**src/rtl/zcg_pkg.sv**
```systemverilog
package zcg_pkg;

    localparam int GAIN_BITS = 8;

    typedef logic [GAIN_BITS-1:0] gain_t;

    localparam gain_t GAIN_SILENT = '0;

    // A code waiting for its moment to be applied.
    typedef struct packed {
        logic  valid;
        gain_t code;
    } held_t;

    // Why the applied code changes in a given cycle.
    typedef enum logic [1:0] {
        APPLY_NONE   = 2'd0,
        APPLY_DIRECT = 2'd1,
        APPLY_ZC     = 2'd2,
        APPLY_TMO    = 2'd3
    } apply_e;

    function automatic logic is_crossing(
        input logic have_prev,
        input logic prev_neg,
        input logic cur_neg,
        input logic cur_zero
    );
        return cur_zero || (have_prev && (prev_neg != cur_neg));
    endfunction

    function automatic int timeout_cycles(input int clk_hz, input int ms);
        int c;
        c = (clk_hz / 1000) * ms;
        return (c < 2) ? 2 : c;
    endfunction

endpackage

```
**src/rtl/zcg_xdet.sv**
```systemverilog
module zcg_xdet
    import zcg_pkg::*;
#(
    parameter int SAMPLE_W = 16
) (
    input  logic                clk,
    input  logic                rst,
    input  logic                valid,
    input  logic [SAMPLE_W-1:0] data,
    output logic                xing
);

    logic prev_neg_q;
    logic have_prev_q;
    logic cur_neg;
    logic cur_zero;

    always_comb begin
        cur_neg  = data[SAMPLE_W-1];
        cur_zero = (data == '0);
        xing     = valid && is_crossing(have_prev_q, prev_neg_q, cur_neg, cur_zero);
    end

    always_ff @(posedge clk) begin
        if (rst) begin
            prev_neg_q  <= 1'b0;
            have_prev_q <= 1'b0;
        end else if (valid) begin
            prev_neg_q  <= cur_neg;
            have_prev_q <= 1'b1;
        end
    end

    AST_XING_NEEDS_VALID: assert property (@(posedge clk) disable iff (rst)
        !valid |-> !xing);

endmodule

```
**src/rtl/zcg_mute_gate.sv**
```systemverilog
module zcg_mute_gate (
    input  logic clk,
    input  logic rst,
    input  logic mute_n,
    input  logic cs_n,
    output logic mute_req
);

    always_ff @(posedge clk) begin
        if (rst) begin
            mute_req <= 1'b0;
        end else if (cs_n) begin
            mute_req <= !mute_n;
        end
    end

    AST_MUTE_DEFER: assert property (@(posedge clk) disable iff (rst)
        !cs_n |=> $stable(mute_req));

endmodule

```
**src/rtl/zcg_chan.sv**
```systemverilog
module zcg_chan
    import zcg_pkg::*;
#(
    parameter int TMO_CYCLES = 800000
) (
    input  logic  clk,
    input  logic  rst,
    input  logic  zc_en,
    input  logic  load,
    input  gain_t new_code,
    input  logic  xing,
    input  logic  mute_req,
    output gain_t active_code,
    output logic  muted
);

    localparam int TW = (TMO_CYCLES > 1) ? $clog2(TMO_CYCLES) : 1;
    localparam logic [TW-1:0] TMO_LAST = TW'(TMO_CYCLES - 1);

    held_t         held_q;
    logic          mute_on_q;
    logic          one_seen_q;
    logic [TW-1:0] timer_q;

    logic   mute_wait;
    logic   busy;
    logic   restart;
    logic   tmo_hit;
    logic   window_clear;
    apply_e cause;

    always_comb begin
        mute_wait = mute_req && !mute_on_q;
        busy      = held_q.valid || mute_wait;
        restart   = load && zc_en;
        tmo_hit   = busy && !restart && (timer_q == TMO_LAST);

        cause = APPLY_NONE;
        if (load && !zc_en) begin
            cause = APPLY_DIRECT;
        end else if (!load && held_q.valid) begin
            if (!zc_en) begin
                cause = APPLY_DIRECT;
            end else if (xing && one_seen_q) begin
                cause = APPLY_ZC;
            end else if (tmo_hit) begin
                cause = APPLY_TMO;
            end
        end

        window_clear = restart || !busy || tmo_hit ||
                       (cause == APPLY_ZC) || (cause == APPLY_TMO);
        muted = mute_on_q || (active_code == GAIN_SILENT);
    end

    always_ff @(posedge clk) begin
        if (rst) begin
            held_q      <= '0;
            active_code <= GAIN_SILENT;
            mute_on_q   <= 1'b0;
            one_seen_q  <= 1'b0;
            timer_q     <= '0;
        end else begin
            case (cause)
                APPLY_DIRECT: active_code <= load ? new_code : held_q.code;
                APPLY_ZC,
                APPLY_TMO:    active_code <= held_q.code;
                default:      active_code <= active_code;
            endcase

            if (load) begin
                held_q.valid <= zc_en && (new_code != active_code);
                held_q.code  <= new_code;
            end else if (cause != APPLY_NONE) begin
                held_q.valid <= 1'b0;
            end

            if (!mute_req) begin
                mute_on_q <= 1'b0;
            end else if (mute_wait && (xing || tmo_hit)) begin
                mute_on_q <= 1'b1;
            end

            if (window_clear) begin
                one_seen_q <= 1'b0;
                timer_q    <= '0;
            end else begin
                timer_q <= timer_q + 1'b1;
                if (xing && held_q.valid) begin
                    one_seen_q <= 1'b1;
                end
            end
        end
    end

    AST_DIRECT_LOAD: assert property (@(posedge clk) disable iff (rst)
        (load && !zc_en) |=> (active_code == $past(new_code)));

    AST_GATED_HOLD: assert property (@(posedge clk) disable iff (rst)
        (zc_en && !load && !xing && !tmo_hit) |=> $stable(active_code));

    AST_TIMER_BOUND: assert property (@(posedge clk) disable iff (rst)
        timer_q <= TMO_LAST);

    AST_MUTE_EVENT: assert property (@(posedge clk) disable iff (rst)
        (mute_wait && !xing && !tmo_hit) |=> !mute_on_q);

    AST_UNMUTE: assert property (@(posedge clk) disable iff (rst)
        !mute_req |=> !mute_on_q);

endmodule

```
**src/rtl/zc_gain_updater.sv**
```systemverilog
module zc_gain_updater
    import zcg_pkg::*;
#(
    parameter int NUM_CH     = 2,
    parameter int SAMPLE_W   = 16,
    parameter int CLK_HZ     = 50000000,
    parameter int TIMEOUT_MS = 16
) (
    input  logic                         clk,
    input  logic                         rst,
    input  logic                         upd_stb,
    input  logic [NUM_CH*GAIN_BITS-1:0]  upd_code,
    input  logic                         zc_en,
    input  logic                         mute_n,
    input  logic                         cs_n,
    input  logic [NUM_CH-1:0]            smp_valid,
    input  logic [NUM_CH*SAMPLE_W-1:0]   smp_data,
    output logic [NUM_CH*GAIN_BITS-1:0]  act_gain,
    output logic [NUM_CH-1:0]            ch_muted
);

    localparam int TIMEOUT_CYCLES = timeout_cycles(CLK_HZ, TIMEOUT_MS);

    logic mute_req;

    zcg_mute_gate u_mute_gate (
        .clk      (clk),
        .rst      (rst),
        .mute_n   (mute_n),
        .cs_n     (cs_n),
        .mute_req (mute_req)
    );

    for (genvar c = 0; c < NUM_CH; c++) begin : g_ch
        logic  xing;
        gain_t code_now;

        zcg_xdet #(.SAMPLE_W(SAMPLE_W)) u_xdet (
            .clk   (clk),
            .rst   (rst),
            .valid (smp_valid[c]),
            .data  (smp_data[c*SAMPLE_W +: SAMPLE_W]),
            .xing  (xing)
        );

        zcg_chan #(.TMO_CYCLES(TIMEOUT_CYCLES)) u_chan (
            .clk         (clk),
            .rst         (rst),
            .zc_en       (zc_en),
            .load        (upd_stb),
            .new_code    (upd_code[c*GAIN_BITS +: GAIN_BITS]),
            .xing        (xing),
            .mute_req    (mute_req),
            .active_code (code_now),
            .muted       (ch_muted[c])
        );

        assign act_gain[c*GAIN_BITS +: GAIN_BITS] = code_now;
    end

    AST_RESET_STATE: assert property (@(posedge clk)
        rst |=> ((act_gain == '0) && (ch_muted == '1)));

endmodule

```
**config.mk**
```make
export PLATFORM = sky130hd
export DESIGN_NAME = zc_gain_updater
export DESIGN_NICKNAME = d
export VERILOG_FILES = /design/src/rtl/zcg_pkg.sv /design/src/rtl/zcg_xdet.sv /design/src/rtl/zcg_mute_gate.sv /design/src/rtl/zcg_chan.sv /design/src/rtl/zc_gain_updater.sv
export SDC_FILE = /design/constraint.sdc
export NUM_CORES = 1
export LEC_CHECK = 0
export ABC_CLOCK_PERIOD_IN_PS = 2520
export BUFFER_PORTS_ARGS = -buffer_cell sky130_fd_sc_hd__buf_2
export CORE_ASPECT_RATIO = 0.9
export CORE_MARGIN = 2
export CORE_UTILIZATION = 55
export DETAILED_ROUTE_END_ITERATION = 6
export PLACE_DENSITY_LB_ADDON = 0.25
export SLEW_MARGIN = 20
export SYNTH_ARGS = -nofsm -noshare
export SYNTH_HDL_FRONTEND = slang
export SYNTH_SLANG_ARGS = --single-unit
```
**constraint.sdc**
```tcl
create_clock -name clk -period 2.52 [get_ports clk]
set_clock_uncertainty 0.2 [all_clocks]
set_input_delay 0.504 -clock clk [delete_from_list [all_inputs] [get_ports clk]]
set_output_delay 0.504 -clock clk [all_outputs]
set_load 0.01 [all_outputs]
```
==> reports/qor.csv, run 1 <==
metric,value,unit
WL final,7120,microns
Tot GR Track Use,20.1,%
Final setup viols,0,
pre-CTS setup slack,106,ps
fin util,67.6,%
largest net degree at the start of global routing,40,
CP Capture Type,register,
n_diodes,0,
Rel. slew slack,49.2,%
Synth Area in Compound Gates,4.86,%
cts hold-fix bufs,0,
routing usage on met3,4.68,%
Slew @ Worst Pin,760,ps
row count,28,
depth of the CTS H-tree,3,
hold crit path type,in2reg,
met2 Track Usage GR,34.1,%
drt wl/cell,12.4,microns
share of cells above drive strength 1,25.3,%
synthesized area,3710,sq um
CTS tree,done,
total core area,6550,sq um
"Hold Violations, Final",0,
sequential area share after synthesis,44.8,%
busiest grt layer,met2,
# fillers,569,
Synth Instances,400,
first-pass GRT wire length,12000,microns
post-synthesis simple-gate area fraction,24.7,%
Setup CP Type,reg2reg,
final worst setup slack,127,ps
Ports,74,
max-slew violations,0,
drt pass-1 iters,5,
Syn. warnings,0,
Die H,81.9,microns
initial core utilization,56.6,%
worst-skew pair later-pin latency,360,ps
"most common cell after layout, fill and taps aside",dfxtp_1,
vias per cell,5.17,
grt ovf,0,
initial antenna violation count,0,
worst reg2reg path depth,6,
total die area,7410,sq um
CP max FO,8,
Port Buffer Count,73,
Synth Register Bits,83,
mux share of post-synthesis cell area,9.72,%
crit path time final,2390,ps
critical path launch point type,register,
hpwl dp,5250,microns
DRT antenna net count,0,
"Arr. time, crit path",2450,ps
Die Width,90.5,microns
Synth cell types,35,
RSZ-0062 raised after global routing,false,
Layout area overhead,19.5,%
CTS Sinks,83,
RePlAce Congestion,0.770,
mean area per synthesized cell,9.27,sq um
iteration-0 DRC count of the detailed router,125,
Vias,2962,
Max clock buf depth,2,
hold-critical path depth,2,
"commonest non-fill, non-tap cells in the layout","dfxtp_1, nor2_1, buf_2",
GR Util met1,25.3,%
drc violations,0,
leak pwr,1.74,nW
fmax,418,MHz
Post-Synth Adder-Cell Area,0.675,%
number of global-route vias before repair,2792,
P per Cell Area,606,nW/um^2
max-cap violation count,0,
period utilization,95.0,%
maximum VDD drop,0.393,mV
"Reg clk slew, reported paths",90,ps
R2R Setup Slk,130,ps
critical path required time,2580,ps
fin nets,536,
CTS buffer count,9,
Post-Synth XOR/XNOR Area,12.8,%
status,"complete, no violations",
syn nets,458,
total negative slack,0,ps
largest family of logic cells by synthesized area,simple AND/OR/NAND/NOR gates,
CTS root buf,clkbuf_8,
==> critical path, stage by stage, from the launching register on <==
cell and delay [ps]:
dfxtp_1 390, ha_1 230, inv_1 80, or4_4 550, nor3_2 340, o311ai_4 190
mux2_2 320
==> cell usage after synthesis <==
master | instances | area share (%)
a211oi_1 | 1 | 0.20
a21boi_0 | 2 | 0.40
a21o_1 | 2 | 0.40
a21oi_1 | 7 | 0.94
a41o_1 | 2 | 0.54
and3_1 | 7 | 1.2
buf_4 | 2 | 0.40
clkbuf_1 | 11 | 1.1
dfxtp_1 | 83 | 45
ha_1 | 2 | 0.67
inv_1 | 9 | 0.91
mux2_2 | 16 | 4.9
mux2i_1 | 18 | 4.9
nand2_1 | 13 | 1.3
nand2b_1 | 1 | 0.17
nand3_1 | 19 | 2.6
nand3_2 | 1 | 0.27
nand4_1 | 14 | 2.4
nand4b_1 | 1 | 0.24
nor2_1 | 74 | 7.5
nor2b_1 | 19 | 3.2
nor3_1 | 4 | 0.54
nor3_2 | 2 | 0.54
nor4_1 | 17 | 2.9
nor4b_1 | 2 | 0.47
o21ai_0 | 4 | 0.54
o221ai_1 | 2 | 0.47
o311ai_2 | 2 | 0.88
o31a_1 | 2 | 0.47
or2_2 | 2 | 0.34
or3_1 | 2 | 0.34
or4_4 | 1 | 0.30
or4b_2 | 2 | 0.54
xnor2_1 | 34 | 8.0
xor2_1 | 20 | 4.7
==> per-stage QoR <==
step	power (mW)	std cells	cell area (sq um)	hold slack [ps]
floorplan	1.55	400	3710	230
global placement	1.64	557	4190	243
detailed placement	1.64	557	4190	253
CTS	2.72	573	4420	110
global route	2.80	573	4430	112
finish	2.69	573	4430	125
==> state kept, by name, summed over array words and instances (netlist names) <==
name,flops
g_ch.u_chan.active_code,16
g_ch.u_chan.held_q,18
g_ch.u_chan.mute_on_q,2
g_ch.u_chan.one_seen_q,2
g_ch.u_chan.timer_q,40
g_ch.u_xdet.have_prev_q,2
g_ch.u_xdet.prev_neg_q,2
u_mute_gate.mute_req,1
==> cell type report <==
type	instances	area, sq um	area share (%)
Clock buffer	9	124	2.80
Clock inverter	7	103	2.32
Inverter	9	33.8	0.762
Multi-Input combinational cell	295	1970	44.4
Sequential cell	83	1660	37.5
Tap cell	90	113	2.54
Timing Repair Buffer	80	430	9.71
==> metal layers <==
layer	vias to the layer above	part of all wire, %
li1	1532	-
met1	1359	48
met2	61	46
met3	10	4.5
met4	0	1.4
met5	-	0
==> path summary, 6_finish.rpt <==
kind	from	end
setup / recovery	g_ch[1].u_chan.timer_q[0]	g_ch[1].u_chan.active_code[4]
hold / removal	mute_n	u_mute_gate.mute_req
setup reg to reg	g_ch[1].u_chan.timer_q[0]	g_ch[1].u_chan.active_code[4]
hold reg to reg	g_ch[0].u_chan.timer_q[0]	g_ch[0].u_chan.timer_q[0]
==> timing repair <==
item	CTS	global route
setup buffers	0	0
setup endpoints to repair	0	8
gates resized for setup	0	1
==> logic make-up (layout without fill, tap and decap cells) <==
family	count (synthesis)	in the layout
flip-flops	83	83
AND/OR/NAND/NOR	181	181
XOR/XNOR	54	54
multiplexers	34	34
adder cells (fa/ha/maj)	2	2
AO/OA/AOI/OAI	24	24
buffers and inverters	22	105
==> where the power goes <==
part	leakage (nW)	switching (mW)	internal (mW)	total (mW)
clock network	0.111	0.502	0.572	1.07
logic	0.956	0.118	0.125	0.242
registers	0.675	0.0246	1.35	1.37
No activity file was read; power rests on OpenSTA's default activity.
==> inputs of run 2 (changes only) <==
PLACE_DENSITY = 0.77   (was unset)
PLACE_DENSITY_LB_ADDON = unset   (was 0.25)
==> run 2 against run 1 <==
Compared with the run above:
- via count is 1.5% higher
- power rose by 6.8%
- global-route usage is 0.38 points higher
- critical path depth unchanged
- sequential power is essentially flat
- utilization up 0.84 points
- sequential share of layout area is 0.46 points lower
- count of clock-buffer cells in the layout up 1
- hold slack better by 14 ps
- routed wire length increased by 3.5%
==> reports/qor.csv, run 2 (synthesis results as in run 1) <==
metric,value,unit
CTS buffer count,9,
"Reg clk slew, reported paths",80,ps
worst-skew pair later-pin latency,350,ps
Ports,74,
cts hold-fix bufs,0,
"Arr. time, crit path",2410,ps
RSZ-0062 raised after global routing,false,
Die Width,90.5,microns
Setup crit start,g_ch[1].u_chan.timer_q[0],
number of global-route vias before repair,2784,
FF-to-FF End,g_ch[1].u_chan.active_code[4],
n_diodes,0,
Final Cell Area,4490,sq um
crit path time final,2370,ps
total negative slack,0,ps
critical path required time,2560,ps
CTS tree,done,
total core area,6550,sq um
"Hold Violations, Final",0,
max-slew violations,0,
Port Buffer Count,73,
Layout area overhead,21.0,%
most flop-heavy register,g_ch.u_chan.timer_q,
grt ovf,0,
"most common cell after layout, fill and taps aside",dfxtp_1,
leak pwr,1.77,nW
share of cells above drive strength 1,25.4,%
largest net degree at the start of global routing,40,
depth of the CTS H-tree,3,
Vias,3006,
total die area,7410,sq um
top flop regs,"g_ch.u_chan.timer_q (40), g_ch.u_chan.held_q (18), g_ch.u_chan.active_code (16)",
status,"complete, no violations",
iteration-0 DRC count of the detailed router,93,
Rel. slew slack,49.5,%
hpwl dp,5330,microns
hold crit path type,in2reg,
RePlAce Congestion,0.793,
first-pass GRT wire length,12300,microns
worst reg2reg path depth,6,
max-cap violation count,0,
Tot GR Track Use,20.5,%
fin util,68.5,%
row count,28,
hold-critical path depth,2,
R2R Setup Slk,150,ps
CP max FO,8,
drt pass-1 iters,4,
period utilization,94.0,%
CTS Sinks,83,
Final setup viols,0,
CTS root buf,clkbuf_8,
CP Capture Type,register,
Post-DP Area,4200,sq um
"commonest non-fill, non-tap cells in the layout","dfxtp_1, nor2_1, buf_2",
critical path launch point type,register,
Die H,81.9,microns
Max clock buf depth,2,
Hold Startpoint,mute_n,
final worst hold slack,139,ps
fin nets,537,
DRT antenna net count,0,
drt wl/cell,12.8,microns
P per Cell Area,640,nW/um^2
drc violations,0,
maximum VDD drop,0.344,mV
WL final,7360,microns
initial antenna violation count,0,
total power,2.87,mW
FF-to-FF Start,g_ch[1].u_chan.timer_q[0],
initial core utilization,56.6,%
vias per cell,5.24,
fmax,422,MHz
Slew @ Worst Pin,757,ps
Setup CP Type,reg2reg,
hold endpoint,u_mute_gate.mute_req,
max FFs per register,40,
==> run 2: changes by cell type in the layout (fill, tap and decap cells not counted) <==
cell / before / now
buf_4: 6 / 7
bufinv_16: 2 / 4
clkbuf_8: 9 / 10
clkinv_4: 0 / 1
inv_6: 4 / 0
==> run 2: repair_timing <==
item	in CTS	in global routing
buffers inserted	0	0
endpoints found under the setup margin	0	6
resized for setup	0	1
==> run 2: power breakdown <==
| part | switching, mW | internal [mW] | total [mW] |
|---|---|---|---|
| logic | 0.120 | 0.126 | 0.246 |
| registers | 0.0250 | 1.35 | 1.37 |
| clock network | 0.466 | 0.787 | 1.25 |
==> run 2: how the worst max path moves through the flow <==
stage                                               end  depth (start not counted)
after CTS                 g_ch[1].u_chan.active_code[7]                          6
after global routing      g_ch[1].u_chan.active_code[5]                          6
after global placement    g_ch[0].u_chan.active_code[7]                          6
final                     g_ch[1].u_chan.active_code[4]                          6
after detailed placement  g_ch[0].u_chan.active_code[3]                          6
after floorplan           g_ch[1].u_chan.active_code[0]                          6
==> run 2: metrics by stage <==
stage               cells  setup slack, ps
global route          574             39.9
floorplan             400              302
global placement      558              180
CTS                   574              131
finish                574              151
detailed placement    558              130
==> run 2: critical path: stages (launching register included) <==
cell and delay (ps):
dfxtp_1 380, ha_1 220, inv_1 80, or4_4 540
nor3_2 320, o311ai_4 200, mux2_2 320
==> run 2: layout make-up <==
type | count | area [sq um]
Fill cell | 529 | 2070
Multi-Input combinational cell | 295 | 1970
Sequential cell | 83 | 1660
Timing Repair Buffer | 81 | 438
Clock buffer | 10 | 138
Clock inverter | 6 | 136
Tap cell | 90 | 113
Inverter | 9 | 33.8
==> run 2: routing by layer <==
layer  track usage, %  up-vias  wire (microns)
li1                 -     1537               -
met1             25.9     1393            3450
met2             35.4       69            3430
met3             5.32        7             401
met4             5.08        0              77
met5                0        -               0
==> inputs of run 3 (changes only) <==
CELL_PAD_IN_SITES_DETAIL_PLACEMENT = 0   (was unset)
CELL_PAD_IN_SITES_GLOBAL_PLACEMENT = 1   (was unset)
CORE_UTILIZATION = 41   (was 55)
PLACE_DENSITY = 0.76   (was 0.77)
==> run 3 against run 2 <==
Compared with the run above:
- final area decreased by 1.2%
- hold slack better by 5.6 ps
- critical path depth unchanged
- routed wire length rose by 3.6%
- critical path type unchanged
- largest cell class unchanged
==> reports/qor.csv, run 3 (synthesis results as in run 1) <==
metric,value,unit
CTS buffer count,9,
worst-skew pair later-pin latency,340,ps
"Reg clk slew, reported paths",80,ps
fin nets,539,
P per Cell Area,559,nW/um^2
Sequential Power Share,55.4,%
"most common cell after layout, fill and taps aside",dfxtp_1,
Die H,94.2,microns
RePlAce Congestion,0.792,
maximum VDD drop,0.225,mV
CTS Sinks,83,
Setup CP Type,reg2reg,
crit path time final,2400,ps
Slew @ Worst Pin,815,ps
max-slew violations,0,
most flop-heavy register,g_ch.u_chan.timer_q,
share of cells above drive strength 1,25.7,%
"Hold Violations, Final",0,
n_diodes,0,
top flop regs,"g_ch.u_chan.timer_q (40), g_ch.u_chan.held_q (18), g_ch.u_chan.active_code (16)",
Hold Startpoint,mute_n,
Ports,74,
met2 Track Usage GR,25.4,%
largest net degree at the start of global routing,40,
FF-to-FF Start,g_ch[1].u_chan.timer_q[0],
Rel. slew slack,45.5,%
fmax,417,MHz
busiest grt layer,met2,
WL final,7630,microns
# fillers,842,
crit path cell chain,"ha_1, inv_1, or4_4, nor3_2, o311ai_2, mux2_2",
Final setup viols,0,
slowest CP cell,or4_4,
drt wl/cell,12.6,microns
Tot GR Track Use,16.2,%
DRT antenna net count,0,
logic gate share of total power,9.9,%
drc violations,0,
initial antenna violation count,0,
total core area,8690,sq um
grt ovf,0,
Clock power frac,34.7,%
GR Util met1,21.9,%
Layout area overhead,19.5,%
Die Width,104,microns
max-cap violation count,0,
row count,32,
Port Buffer Count,73,
total power,2.48,mW
total die area,9820,sq um
P_sw,0.622,mW
critical path required time,2550,ps
"commonest non-fill, non-tap cells in the layout","dfxtp_1, nor2_1, buf_2",
vias per cell,4.90,
delay of the slowest cell on the worst path,540,ps
iteration-0 DRC count of the detailed router,74,
Vias,2962,
Setup crit start,g_ch[1].u_chan.timer_q[0],
post-CTS setup buffer count,0,
status,"complete, no violations",
period utilization,95.1,%
initial core utilization,42.7,%
post-CTS resize count,0,
first-pass GRT wire length,12900,microns
CP max FO,8,
Switching Fraction,25.1,%
"Arr. time, crit path",2430,ps
RSZ-0062 raised after global routing,false,
worst reg2reg path depth,6,
drt pass-1 iters,4,
max FFs per register,40,
CP Capture Type,register,
routing usage on met3,3.40,%
critical path launch point type,register,
CTS root buf,clkbuf_8,
CTS tree,done,
number of global-route vias before repair,2768,
total negative slack,0,ps
hold-critical path depth,2,
Pint,1.85,mW
R2R Setup Slk,120,ps
hold crit path type,in2reg,
Max clock buf depth,2,
hpwl dp,5610,microns
cts hold-fix bufs,0,
depth of the CTS H-tree,3,
leak pwr,1.73,nW
-- run 3: final cells by class --
type                    count  area [sq um]  share of cell area [%]
multi-input cells         295          1960                    44.1
flip-flops and latches     83          1660                    37.5
repair buffers             83           453                    10.2
well taps                 119           149                    3.36
clock buffers              10           138                    3.11
clock inverters             6          41.3                   0.932
inverters                   9          33.8                   0.762
-- run 3: final timing paths --
check / end
worst max register to register: g_ch[1].u_chan.active_code[7]
worst min-delay path: u_mute_gate.mute_req
worst max-delay path: g_ch[1].u_chan.active_code[7]
worst min register to register: g_ch[0].u_chan.timer_q[0]
-- run 3: metrics by stage --
stage / hold slack [ps] / instances / worst slack (ps) / cell area, sq um / utilization, %
6_report: 144 / 605 / 122 / 4430 / 51.0
5_1_grt: 141 / 605 / 15.8 / 4430 / 51.0
4_1_cts: 129 / 605 / 112 / 4430 / 51.0
3_5_place_dp: 256 / 589 / 115 / 4250 / 48.9
3_3_place_gp: 243 / 589 / 158 / 4250 / 48.9
2_1_floorplan: 230 / 400 / 302 / 3710 / -
-- run 3: layer usage --
metal | up-vias | part of all wire (%)
li1 | 1540 | -
met1 | 1346 | 51
met2 | 65 | 43
met3 | 11 | 4.4
met4 | 0 | 1.5
met5 | - | 0
-- run 3: power groups by stage --
stage	clock [mW]	combinational (mW)	sequential, mW
after detailed placement	0	0.248	1.40
final	0.860	0.245	1.37
after global routing	0.950	0.272	1.38
after CTS	0.889	0.249	1.37
after floorplan	0	0.149	1.40
after global placement	0	0.244	1.40
-- run 3: worst max-delay path, delay by kind of cell, from the launching register on --
kind                       cells  cell delay (ps)
DFF                            1              370
muxes                          1              360
buffers and inverters          1               80
AOI/OAI and AO/OA              1              260
adders and majority gates      1              220
and+or+nand+nor                2              800
